<file path="src/rtl/smb_idle_pkg.sv">
package smb_idle_pkg;

  typedef struct packed {
    logic scl;
    logic sda;
    logic tick;
  } smb_lines_t;

  // both wires released: the only level pair that counts toward idle
  function automatic logic lines_high(input smb_lines_t l);
    return l.scl & l.sda;
  endfunction

  // a timer strobe seen while both lines are high
  function automatic logic idle_step(input smb_lines_t l);
    return l.scl & l.sda & l.tick;
  endfunction

endpackage

</file>
<file path="src/rtl/smb_free_det.sv">
module smb_free_det
  import smb_idle_pkg::*;
#(
  parameter int unsigned FREE_TICKS = 10
) (
  input  logic       clk,
  input  logic       rst_n,
  input  logic       run,
  input  smb_lines_t lines,
  output logic       bus_free,
  output logic       free_hit
);

  localparam int unsigned FREE_LIM = FREE_TICKS + 1;
  localparam int          CW       = $clog2(FREE_LIM + 1);

  logic [CW-1:0] cnt;

  // true when the count sits one strobe short of the strict threshold
  function automatic logic last_step(input logic [CW-1:0] c);
    return c == CW'(FREE_LIM - 1);
  endfunction

  assign free_hit = run & idle_step(lines) & ~bus_free & last_step(cnt);

  always_ff @(posedge clk) begin
    if (!rst_n) begin
      cnt      <= '0;
      bus_free <= 1'b0;
    end else if (!run || !lines_high(lines)) begin
      cnt      <= '0;
      bus_free <= 1'b0;
    end else if (lines.tick && !bus_free) begin
      cnt <= cnt + CW'(1);
      if (free_hit) bus_free <= 1'b1;
    end
  end

endmodule

</file>
<file path="src/rtl/smb_low_det.sv">
module smb_low_det #(
  parameter int unsigned LOW_TICKS = 5000
) (
  input  logic clk,
  input  logic rst_n,
  input  logic run,
  input  logic scl,
  input  logic tick,
  output logic low_tmo,
  output logic low_hit
);

  localparam int CW = $clog2(LOW_TICKS + 1);

  logic [CW-1:0] cnt;

  function automatic logic at_limit(input logic [CW-1:0] c);
    return c == CW'(LOW_TICKS);
  endfunction

  function automatic logic one_short(input logic [CW-1:0] c);
    return c == CW'(LOW_TICKS - 1);
  endfunction

  assign low_hit = run & ~scl & tick & one_short(cnt);

  always_ff @(posedge clk) begin
    if (!rst_n) begin
      cnt     <= '0;
      low_tmo <= 1'b0;
    end else begin
      low_tmo <= low_hit;
      if (!run || scl) cnt <= '0;
      else if (tick && !at_limit(cnt)) cnt <= cnt + CW'(1);
    end
  end

endmodule

</file>
<file path="src/rtl/smb_start_ctl.sv">
module smb_start_ctl (
  input  logic clk,
  input  logic rst_n,
  input  logic en,
  input  logic start_req,
  input  logic bus_free,
  output logic start_wait,
  output logic start_go
);

  assign start_go = start_wait & bus_free;

  always_ff @(posedge clk) begin
    if (!rst_n)         start_wait <= 1'b0;
    else if (!en)       start_wait <= 1'b0;
    else if (start_go)  start_wait <= 1'b0;
    else if (start_req) start_wait <= 1'b1;
  end

endmodule

</file>
<file path="src/rtl/smb_idle_watch.sv">
module smb_idle_watch
  import smb_idle_pkg::*;
#(
  parameter int unsigned FREE_TICKS = 10,
  parameter int unsigned LOW_TICKS  = 5000
) (
  input  logic clk,
  input  logic rst_n,
  input  logic en,
  input  logic free_en,
  input  logic low_en,
  input  logic tick,
  input  logic scl,
  input  logic sda,
  input  logic start_req,
  output logic bus_free,
  output logic start_wait,
  output logic start_go,
  output logic low_tmo
);

  smb_lines_t lines;
  logic       free_run;
  logic       low_run;
  logic       free_hit;
  logic       low_hit;

  assign lines    = '{scl: scl, sda: sda, tick: tick};
  assign free_run = en & free_en;
  assign low_run  = en & low_en;

  smb_free_det #(.FREE_TICKS(FREE_TICKS)) u_free (
    .clk      (clk),
    .rst_n    (rst_n),
    .run      (free_run),
    .lines    (lines),
    .bus_free (bus_free),
    .free_hit (free_hit)
  );

  smb_low_det #(.LOW_TICKS(LOW_TICKS)) u_low (
    .clk     (clk),
    .rst_n   (rst_n),
    .run     (low_run),
    .scl     (scl),
    .tick    (tick),
    .low_tmo (low_tmo),
    .low_hit (low_hit)
  );

  smb_start_ctl u_start (
    .clk        (clk),
    .rst_n      (rst_n),
    .en         (en),
    .start_req  (start_req),
    .bus_free   (bus_free),
    .start_wait (start_wait),
    .start_go   (start_go)
  );

endmodule

</file>
<file path="config.mk">
export PLATFORM = sky130hd
export DESIGN_NAME = smb_idle_watch
export DESIGN_NICKNAME = d
export VERILOG_FILES = /design/src/rtl/smb_idle_pkg.sv /design/src/rtl/smb_free_det.sv /design/src/rtl/smb_low_det.sv /design/src/rtl/smb_start_ctl.sv /design/src/rtl/smb_idle_watch.sv
export SDC_FILE = /design/constraint.sdc
export NUM_CORES = 1
export LEC_CHECK = 0
export BUFFER_PORTS_ARGS = -buffer_cell sky130_fd_sc_hd__buf_2
export CORE_UTILIZATION = 52
export CTS_BUF_LIST = sky130_fd_sc_hd__clkbuf_4
export DETAILED_ROUTE_END_ITERATION = 7
export GPL_ROUTABILITY_DRIVEN = 0
export MAX_ROUTING_LAYER = met4
export PLACE_DENSITY = 0.88
export SLEW_MARGIN = 20
export SYNTH_ARGS = -nofsm -noshare
export SYNTH_HDL_FRONTEND = slang
export SYNTH_SLANG_ARGS = --single-unit
</file>
<file path="constraint.sdc">
create_clock -name clk -period 1.3 [get_ports clk]
set_input_delay 0.195 -clock clk [delete_from_list [all_inputs] [get_ports clk]]
set_output_delay 0.195 -clock clk [all_outputs]
set_load 0.02 [all_outputs]
</file>
==> parameters.txt, run 1 <==
Parameter                              Value

Status
  Result of the run    finished, violations left
  Violated checks    setup timing

Layout
  Layout cells sized above 1    33.59%
  Number of non-filler instances in the completed layout    156
  Nets@finish    146
  Count of filler cells inserted in the layout    137
  Area Overhead vs Synth    27.27%
  Antenna diode count    0

Clock network
  Clock insertion delay at the later pin of the skew report    0.29 ns
  Number of buffers inserted by hold repair at cts    0
  Num CTS Buffers    3
  Maximum root-to-sink buffer count    2
  Clk sink count    20
  Clock tree from TritonCTS    yes
  Root cell of the clock tree    sky130_fd_sc_hd__clkbuf_4
  Clock slew at reported path FFs    0.10 ns
  H-tree Lvls    1

Floorplanning
  DIE HEIGHT    45.35 um
  Total Die Area    2057 um^2
  Site row count    15
  Width of the die    45.35 um
  Core Box Area    1745 um^2
  Initial core utilization    55.99%
  I/O Pins    13

Synth
  Netlist area before placement    977.2 um^2
  Synthesized instance count    108
  Total of flip-flops plus latches after synthesis    20
  Library cells used by synthesis    31
  Part of the Yosys area used for sequential elements    40.97%
  Post-Synthesis Mean Instance Area    9.048 um^2
  Number of nets produced by synthesis    121
  Total of warnings raised by yosys    0

GRT
  Pin count of the biggest net entering global routing    13
  Number of antenna violations at the first check in global routing    0
  First-pass GRT wire length    3305 um
  GRT Residual Overflow    0
  Overall Global Routing Usage    22.81%
  Via count of the first global-routing pass    790

Setup path
  Top fanout value on the critical path    3
  Launching point of the worst reg2reg path    u_low.cnt[11]
  Register-to-Register Path Depth    5
  Reg2Reg Setup Slack    -0.08 ns
  Type of the setup path with the least slack    reg2reg
  Capture point of the worst reg-to-reg path    u_low.cnt[2]
  Arr. time, crit path    1.58 ns
  Critical path launch point type    register
  Required time of the critical path    1.49 ns
  Type of element capturing the critical path    register

STA
  Worst slew slack as a fraction of its limit    76.80%
  Fin. max-slew vios    0
  Highest achievable clock rate    0.7239 GHz
  Final worst path period need    1.381 ns
  Endpoints failing hold    0
  Unrepaired setup endpoints after global routing    yes
  Share of the cycle needed by the critical path after routing    106.3%
  PnR worst setup slack    -0.08140 ns
  Skew final    0.001984 ns
  Least-Margin Pin Slew    0.3431 ns
  Worst hold slack after final layout    0.1681 ns
  Endpoints failing setup    3

Place
  Count of input and output buffers    12
  Placed insts    152
  Post-DP HPWL    1477 um

Detailed routing
  Residual DRC count    0
  Total Wirelength    2011 um
  Violation count after the first detailed-routing iteration    9
  Number of antenna-violating nets in the routed design    0
  WL per Instance    12.89 um
  Average vias per placed instance    5.417
  Drt pass-1 iters    4
  Routed vias    845

Worst hold path
  Beginning of the worst hold path    en
  Hold path cells    2
  Tightest Hold Check Type    in2reg
  Hold Path Sink    u_start.start_wait

Power
  Worst supply voltage drop on vdd    0.0006743 V
  Leakage power of the design    0.4911 nW
  Pwr per Cell Area    752.7 nW/um^2

Flow run
  Max-capacitance violation count    0
## registers in the layout (all words and copies together), names as in the netlist
register            cells
u_start.start_wait      1
u_free.bus_free         1
u_low.cnt              13
u_low.low_tmo           1
u_free.cnt              4
## cell type report
class                      instances  area (um^2)  area share [%]
sequential                        20        414.1           33.30
inverter                           7        26.28           2.113
multi-input combinational         79        601.8           48.39
tap                               25        31.28           2.515
clock buffer                       3        22.52           1.811
timing repair buffer              22        147.6           11.87
## metrics by stage
step | setup WS, ns | area [um^2] | setup TNS (ns) | util, % | total power [mW]
after CTS | -0.003261 | 1194 | -0.005699 | 68.39 | 0.9458
after detailed placement | -0.1585 | 1140 | -0.3732 | 65.30 | 0.6745
after global routing | -0.1747 | 1244 | -0.5320 | 71.25 | 0.9817
after global placement | -0.001611 | 1140 | -0.002287 | 65.30 | 0.6717
after floorplan | 0.06792 | 977.2 | 0 | - | 0.6513
final | -0.08140 | 1244 | -0.2141 | 71.25 | 0.9361
## cells in the final DEF (no fill, tap or decap), types with 2 or more instances in the layout
| master | netlist | final |
|---|---|---|
| sky130_fd_sc_hd__ha_1 | 4 | 3 |
| sky130_fd_sc_hd__nor2_1 | 14 | 14 |
| sky130_fd_sc_hd__buf_2 | 1 | 12 |
| sky130_fd_sc_hd__a21oi_1 | 3 | 2 |
| sky130_fd_sc_hd__nand2_1 | 11 | 9 |
| sky130_fd_sc_hd__xor2_1 | 5 | 5 |
| sky130_fd_sc_hd__nand4_1 | 6 | 6 |
| sky130_fd_sc_hd__dfxtp_1 | 20 | 13 |
| sky130_fd_sc_hd__o21ai_0 | 2 | 2 |
| sky130_fd_sc_hd__nand2_2 | 0 | 2 |
| sky130_fd_sc_hd__nor3_1 | 2 | 2 |
| sky130_fd_sc_hd__nand3_1 | 4 | 4 |
| sky130_fd_sc_hd__clkbuf_4 | 0 | 3 |
| sky130_fd_sc_hd__xnor2_1 | 6 | 6 |
| sky130_fd_sc_hd__dfxtp_4 | 0 | 2 |
| sky130_fd_sc_hd__inv_1 | 7 | 6 |
| sky130_fd_sc_hd__dfxtp_2 | 0 | 5 |
| sky130_fd_sc_hd__mux2i_1 | 3 | 3 |
| sky130_fd_sc_hd__buf_4 | 0 | 9 |
| sky130_fd_sc_hd__and3_1 | 3 | 3 |
| sky130_fd_sc_hd__nand4_4 | 1 | 2 |
## cells by family (layout without fill, tap and decap cells)
kind of cell               after synthesis  after routing  synth area share (%)
AOI/OAI and AO/OA                        7              7                 4.225
xor gates and xnor gates                11             11                 9.859
adders and majority gates                4              4                 5.122
buffers and inverters                    9             32                 3.585
DFF                                     20             20                 40.97
muxes                                    3              3                 3.073
and+or+nand+nor                         54             54                 33.16
## critical path: stages (launching register included)
cell and delay (ns):
sky130_fd_sc_hd__dfxtp_1 0.35, sky130_fd_sc_hd__nor4bb_2 0.39, sky130_fd_sc_hd__nand4_1 0.24, sky130_fd_sc_hd__buf_4 0.20, sky130_fd_sc_hd__nand2_2 0.06, sky130_fd_sc_hd__a21oi_2 0.05
## metal layers
layer	part of all wire, %	GRT usage, %
met1	41	25.86
met2	51	39.71
met3	3.2	3.600
met4	4.7	9.091
met5	0	-
## power by group
group | switching [mW] | total, mW | internal, mW
Sequential | 0.00301 | 0.614 | 0.611
Combinational | 0.0241 | 0.0442 | 0.0201
Clock | 0.170 | 0.278 | 0.108
Total | 0.197 | 0.936 | 0.739
## how the worst max path moves through the flow
stage / start / endpoint / slack [ns] / cells past startpoint
6_report: u_low.cnt[11] / u_low.cnt[2] / -0.08 / 5
5_1_grt: u_low.cnt[11] / u_low.cnt[0] / -0.17 / 4
4_1_cts: u_low.cnt[6] / u_low.cnt[1] / -0.003 / 5
3_5_place_dp: u_low.cnt[5] / u_low.cnt[1] / -0.16 / 5
3_3_place_gp: u_low.cnt[10] / u_low.cnt[0] / -0.002 / 4
2_1_floorplan: u_low.cnt[0] / u_low.cnt[12] / 0.07 / 5
## repair_timing
item	CTS	global route
buffers inserted	0	1
pin swaps	2	4
endpoints found under the hold margin	0	0
endpoints found under the setup margin	6	8
resized for setup	9	11
## cell usage after synthesis
| library cell | number | area [um^2] |
|---|---|---|
| sky130_fd_sc_hd__mux2i_1 | 3 | 30.03 |
| sky130_fd_sc_hd__nor4b_1 | 1 | 8.760 |
| sky130_fd_sc_hd__a211oi_1 | 1 | 7.510 |
| sky130_fd_sc_hd__and3b_1 | 1 | 8.760 |
| sky130_fd_sc_hd__buf_1 | 1 | 3.750 |
| sky130_fd_sc_hd__nor2_1 | 14 | 52.55 |
| sky130_fd_sc_hd__or3_1 | 1 | 6.260 |
| sky130_fd_sc_hd__xor2_1 | 5 | 43.79 |
| sky130_fd_sc_hd__and4_2 | 1 | 10.01 |
| sky130_fd_sc_hd__nand3_1 | 4 | 20.02 |
| sky130_fd_sc_hd__xnor2_1 | 6 | 52.55 |
| sky130_fd_sc_hd__nor3_1 | 2 | 10.01 |
| sky130_fd_sc_hd__nor4bb_1 | 1 | 10.01 |
| sky130_fd_sc_hd__nand4_2 | 1 | 12.51 |
| sky130_fd_sc_hd__nor4_2 | 2 | 25.02 |
| sky130_fd_sc_hd__buf_2 | 1 | 5.000 |
| sky130_fd_sc_hd__nand4_4 | 1 | 21.27 |
| sky130_fd_sc_hd__a21oi_1 | 3 | 15.01 |
| sky130_fd_sc_hd__inv_1 | 7 | 26.28 |
| sky130_fd_sc_hd__a41oi_1 | 1 | 8.760 |
| sky130_fd_sc_hd__dfxtp_1 | 20 | 400.4 |
| sky130_fd_sc_hd__and4b_1 | 1 | 10.01 |
| sky130_fd_sc_hd__ha_1 | 4 | 50.05 |
| sky130_fd_sc_hd__and2_1 | 1 | 6.260 |
| sky130_fd_sc_hd__nand4b_1 | 1 | 8.760 |
| sky130_fd_sc_hd__and3_1 | 3 | 18.77 |
| sky130_fd_sc_hd__nand2_1 | 11 | 41.29 |
| sky130_fd_sc_hd__nand4_1 | 6 | 37.54 |
| sky130_fd_sc_hd__and2b_1 | 1 | 7.510 |
| sky130_fd_sc_hd__and4_1 | 1 | 8.760 |
| sky130_fd_sc_hd__o21ai_0 | 2 | 10.01 |
Power figures use the tool's default switching activity.
==> run 2: changes to the inputs <==
==> constraint.sdc (replaced) <==
create_clock -name clk -period 1.3 [get_ports clk]
set_input_delay 0.13 -clock clk [delete_from_list [all_inputs] [get_ports clk]]
set_output_delay 0.13 -clock clk [all_outputs]
set_load 0.02 [all_outputs]
==> run 2 against run 1 <==
Effect of this change: the run still ends with setup timing left; clock skew increased by 0.00063 ns; flip-flop and latch count unchanged; combinational power increased by 3%; power increased by 2.7%; setup slack improved by 0.060 ns; global-route usage increased by 2.0 points; fmax increased by 4.5%; critical path depth unchanged; sequential power about the same; non-clock buffer count increased by 5; count of clock-buffer cells in the layout unchanged; via count increased by 4.3%; critical path type unchanged; critical endpoint is now u_low.cnt[1]; highest routed layer unchanged.
==> parameters.txt, run 2 (synthesized netlist as in run 1, its figures left out) <==
Parameter                              Value

Status
  Result of the run    finished, violations left
  Violated checks    setup timing

Layout
  Leading cell types in the layout, fill and taps excluded    sky130_fd_sc_hd__nor2_1, sky130_fd_sc_hd__buf_4, sky130_fd_sc_hd__buf_2
  Most flop-heavy register    u_low.cnt
  Nets@finish    151
  Layout cells sized above 1    40.15%
  Flip-flop count of the largest register, all copies and words added    13
  Largest registers in the final layout    u_low.cnt x13, u_free.cnt x4
  Leading cell type in the layout, fill and taps excluded    sky130_fd_sc_hd__nor2_1
  Final design instance area without fill    1304 um^2
  Area Overhead vs Synth    33.42%
  Antenna diode count    0

Clock network
  Clock insertion delay at the later pin of the skew report    0.30 ns
  Maximum root-to-sink buffer count    2
  Clk sink count    20
  Root cell of the clock tree    sky130_fd_sc_hd__clkbuf_4
  Num CTS Buffers    3
  Clock tree from TritonCTS    yes
  H-tree Lvls    1
  Clock slew at reported path FFs    0.11 ns

Detailed routing
  Residual DRC count    0
  WL per Instance    13.48 um
  Detail Route met3 WL    104 um
  Violation count after the first detailed-routing iteration    14
  Number of antenna-violating nets in the routed design    0
  Metal1 wirelength    868 um
  Average vias per placed instance    5.438
  Drt pass-1 iters    4
  Top layer in use    met4
  Length of routed met2 wiring    1158 um
  Total Wirelength    2184 um
  Routed vias    881

Power
  Part of the power in the clock network    31.4%
  Net switching power figure    0.2171 mW
  PnR Total Power    0.9612 mW
  Switching share of power    22.59%
  Worst supply voltage drop on vdd    0.0007299 V
  Pwr per Cell Area    737.3 nW/um^2
  Internal power    0.7441 mW
  Leakage power of the design    0.5226 nW
  Part of the total power dissipated in sequential elements    63.9%
  Logic gate share of total power    4.7%

Worst hold path
  Tightest Hold Check Type    in2reg
  Beginning of the worst hold path    en

Setup path
  Critical path launch point type    register
  Type of the setup path with the least slack    reg2reg
  Type of element capturing the critical path    register
  Critical Path Source    u_low.cnt[5]
  Launching point of the worst reg2reg path    u_low.cnt[5]
  Top fanout value on the critical path    2
  Arr. time, crit path    1.55 ns
  Required time of the critical path    1.53 ns

Place
  Placed cell area    1150 um^2
  Post-DP HPWL    1597 um
  Place WS    -0.07272 ns
  Count of input and output buffers    12

Floorplanning
  Core Box Area    1745 um^2
  Width of the die    45.35 um
  Site row count    15
  Total Die Area    2057 um^2
  DIE HEIGHT    45.35 um
  Initial core utilization    55.99%
  I/O Pins    13

STA
  Fin. max-slew vios    0
  Unrepaired setup endpoints after global routing    yes
  Endpoints failing hold    0
  PnR worst setup slack    -0.02149 ns
  Aggregate negative setup slack    -0.02149 ns
  Share of the cycle needed by the critical path after routing    101.7%
  Worst hold slack after final layout    0.09612 ns
  Highest achievable clock rate    0.7567 GHz
  Skew final    0.002617 ns
  Least-Margin Pin Slew    0.2598 ns
  Final worst path period need    1.321 ns
  Worst slew slack as a fraction of its limit    82.65%
  Endpoints failing setup    1

GRT
  Number of antenna violations at the first check in global routing    0
  Pin count of the biggest net entering global routing    13
  First-pass GRT wire length    3456 um
  GRT Residual Overflow    0
  Via count of the first global-routing pass    824
  Overall Global Routing Usage    24.76%

Flow run
  Max-capacitance violation count    0
-- run 2: worst max-delay path, stage by stage, from the launching register on --
cell and delay, ns:
sky130_fd_sc_hd__dfxtp_2 0.34, sky130_fd_sc_hd__nor4b_2 0.27, sky130_fd_sc_hd__buf_4 0.15, sky130_fd_sc_hd__nand4_1 0.14, sky130_fd_sc_hd__nand2_2 0.14, sky130_fd_sc_hd__mux2i_1 0.20
-- run 2: metal layers --
| layer | vias to the layer above | GRT usage, % |
|---|---|---|
| met3 | 6 | 6.800 |
| met1 | 411 | 24.81 |
| met5 | - | - |
| li1 | 438 | - |
| met4 | 0 | 6.667 |
| met2 | 26 | 46.38 |
-- run 2: power by group through the flow --
stage | sequential, mW | combinational (mW) | clock, mW
after floorplan | 0.633 | 0.0183 | 0
after detailed placement | 0.632 | 0.0425 | 0
after global placement | 0.631 | 0.0410 | 0
after global routing | 0.614 | 0.0507 | 0.329
after CTS | 0.616 | 0.0448 | 0.312
final | 0.614 | 0.0457 | 0.302
-- run 2: stage by stage --
step	utilization, %	cells
2_1_floorplan	-	108
3_3_place_gp	65.88	155
3_5_place_dp	65.88	155
4_1_cts	70.04	161
5_1_grt	74.70	162
6_report	74.70	162
-- run 2: what timing repair did --
| item | 4_1_cts | 5_1_grt |
|---|---|---|
| setup endpoints to repair | 5 | 9 |
| resized for setup | 8 | 21 |
| hold buffers | 0 | 0 |
| hold endpoints to repair | 0 | 0 |
| setup buffers | 2 | 1 |
| pin swaps | 2 | 3 |
-- run 2: final timing paths --
check,endpoint,slack (ns),depth (start not counted)
worst max-delay path,u_low.cnt[1],-0.02,5
worst max register to register,u_low.cnt[1],-0.02,5
worst min-delay path,u_start.start_wait,0.1,2
worst min register to register,u_low.low_tmo,0.50,2
-- run 2: final cells by class --
type	count	area (um^2)
multi-input cells	79	623.1
clock inverters	1	3.754
inverters	7	26.28
fillers	126	441.7
well taps	25	31.28
clock buffers	3	22.52
repair buffers	27	180.2
flip-flops and latches	20	416.7
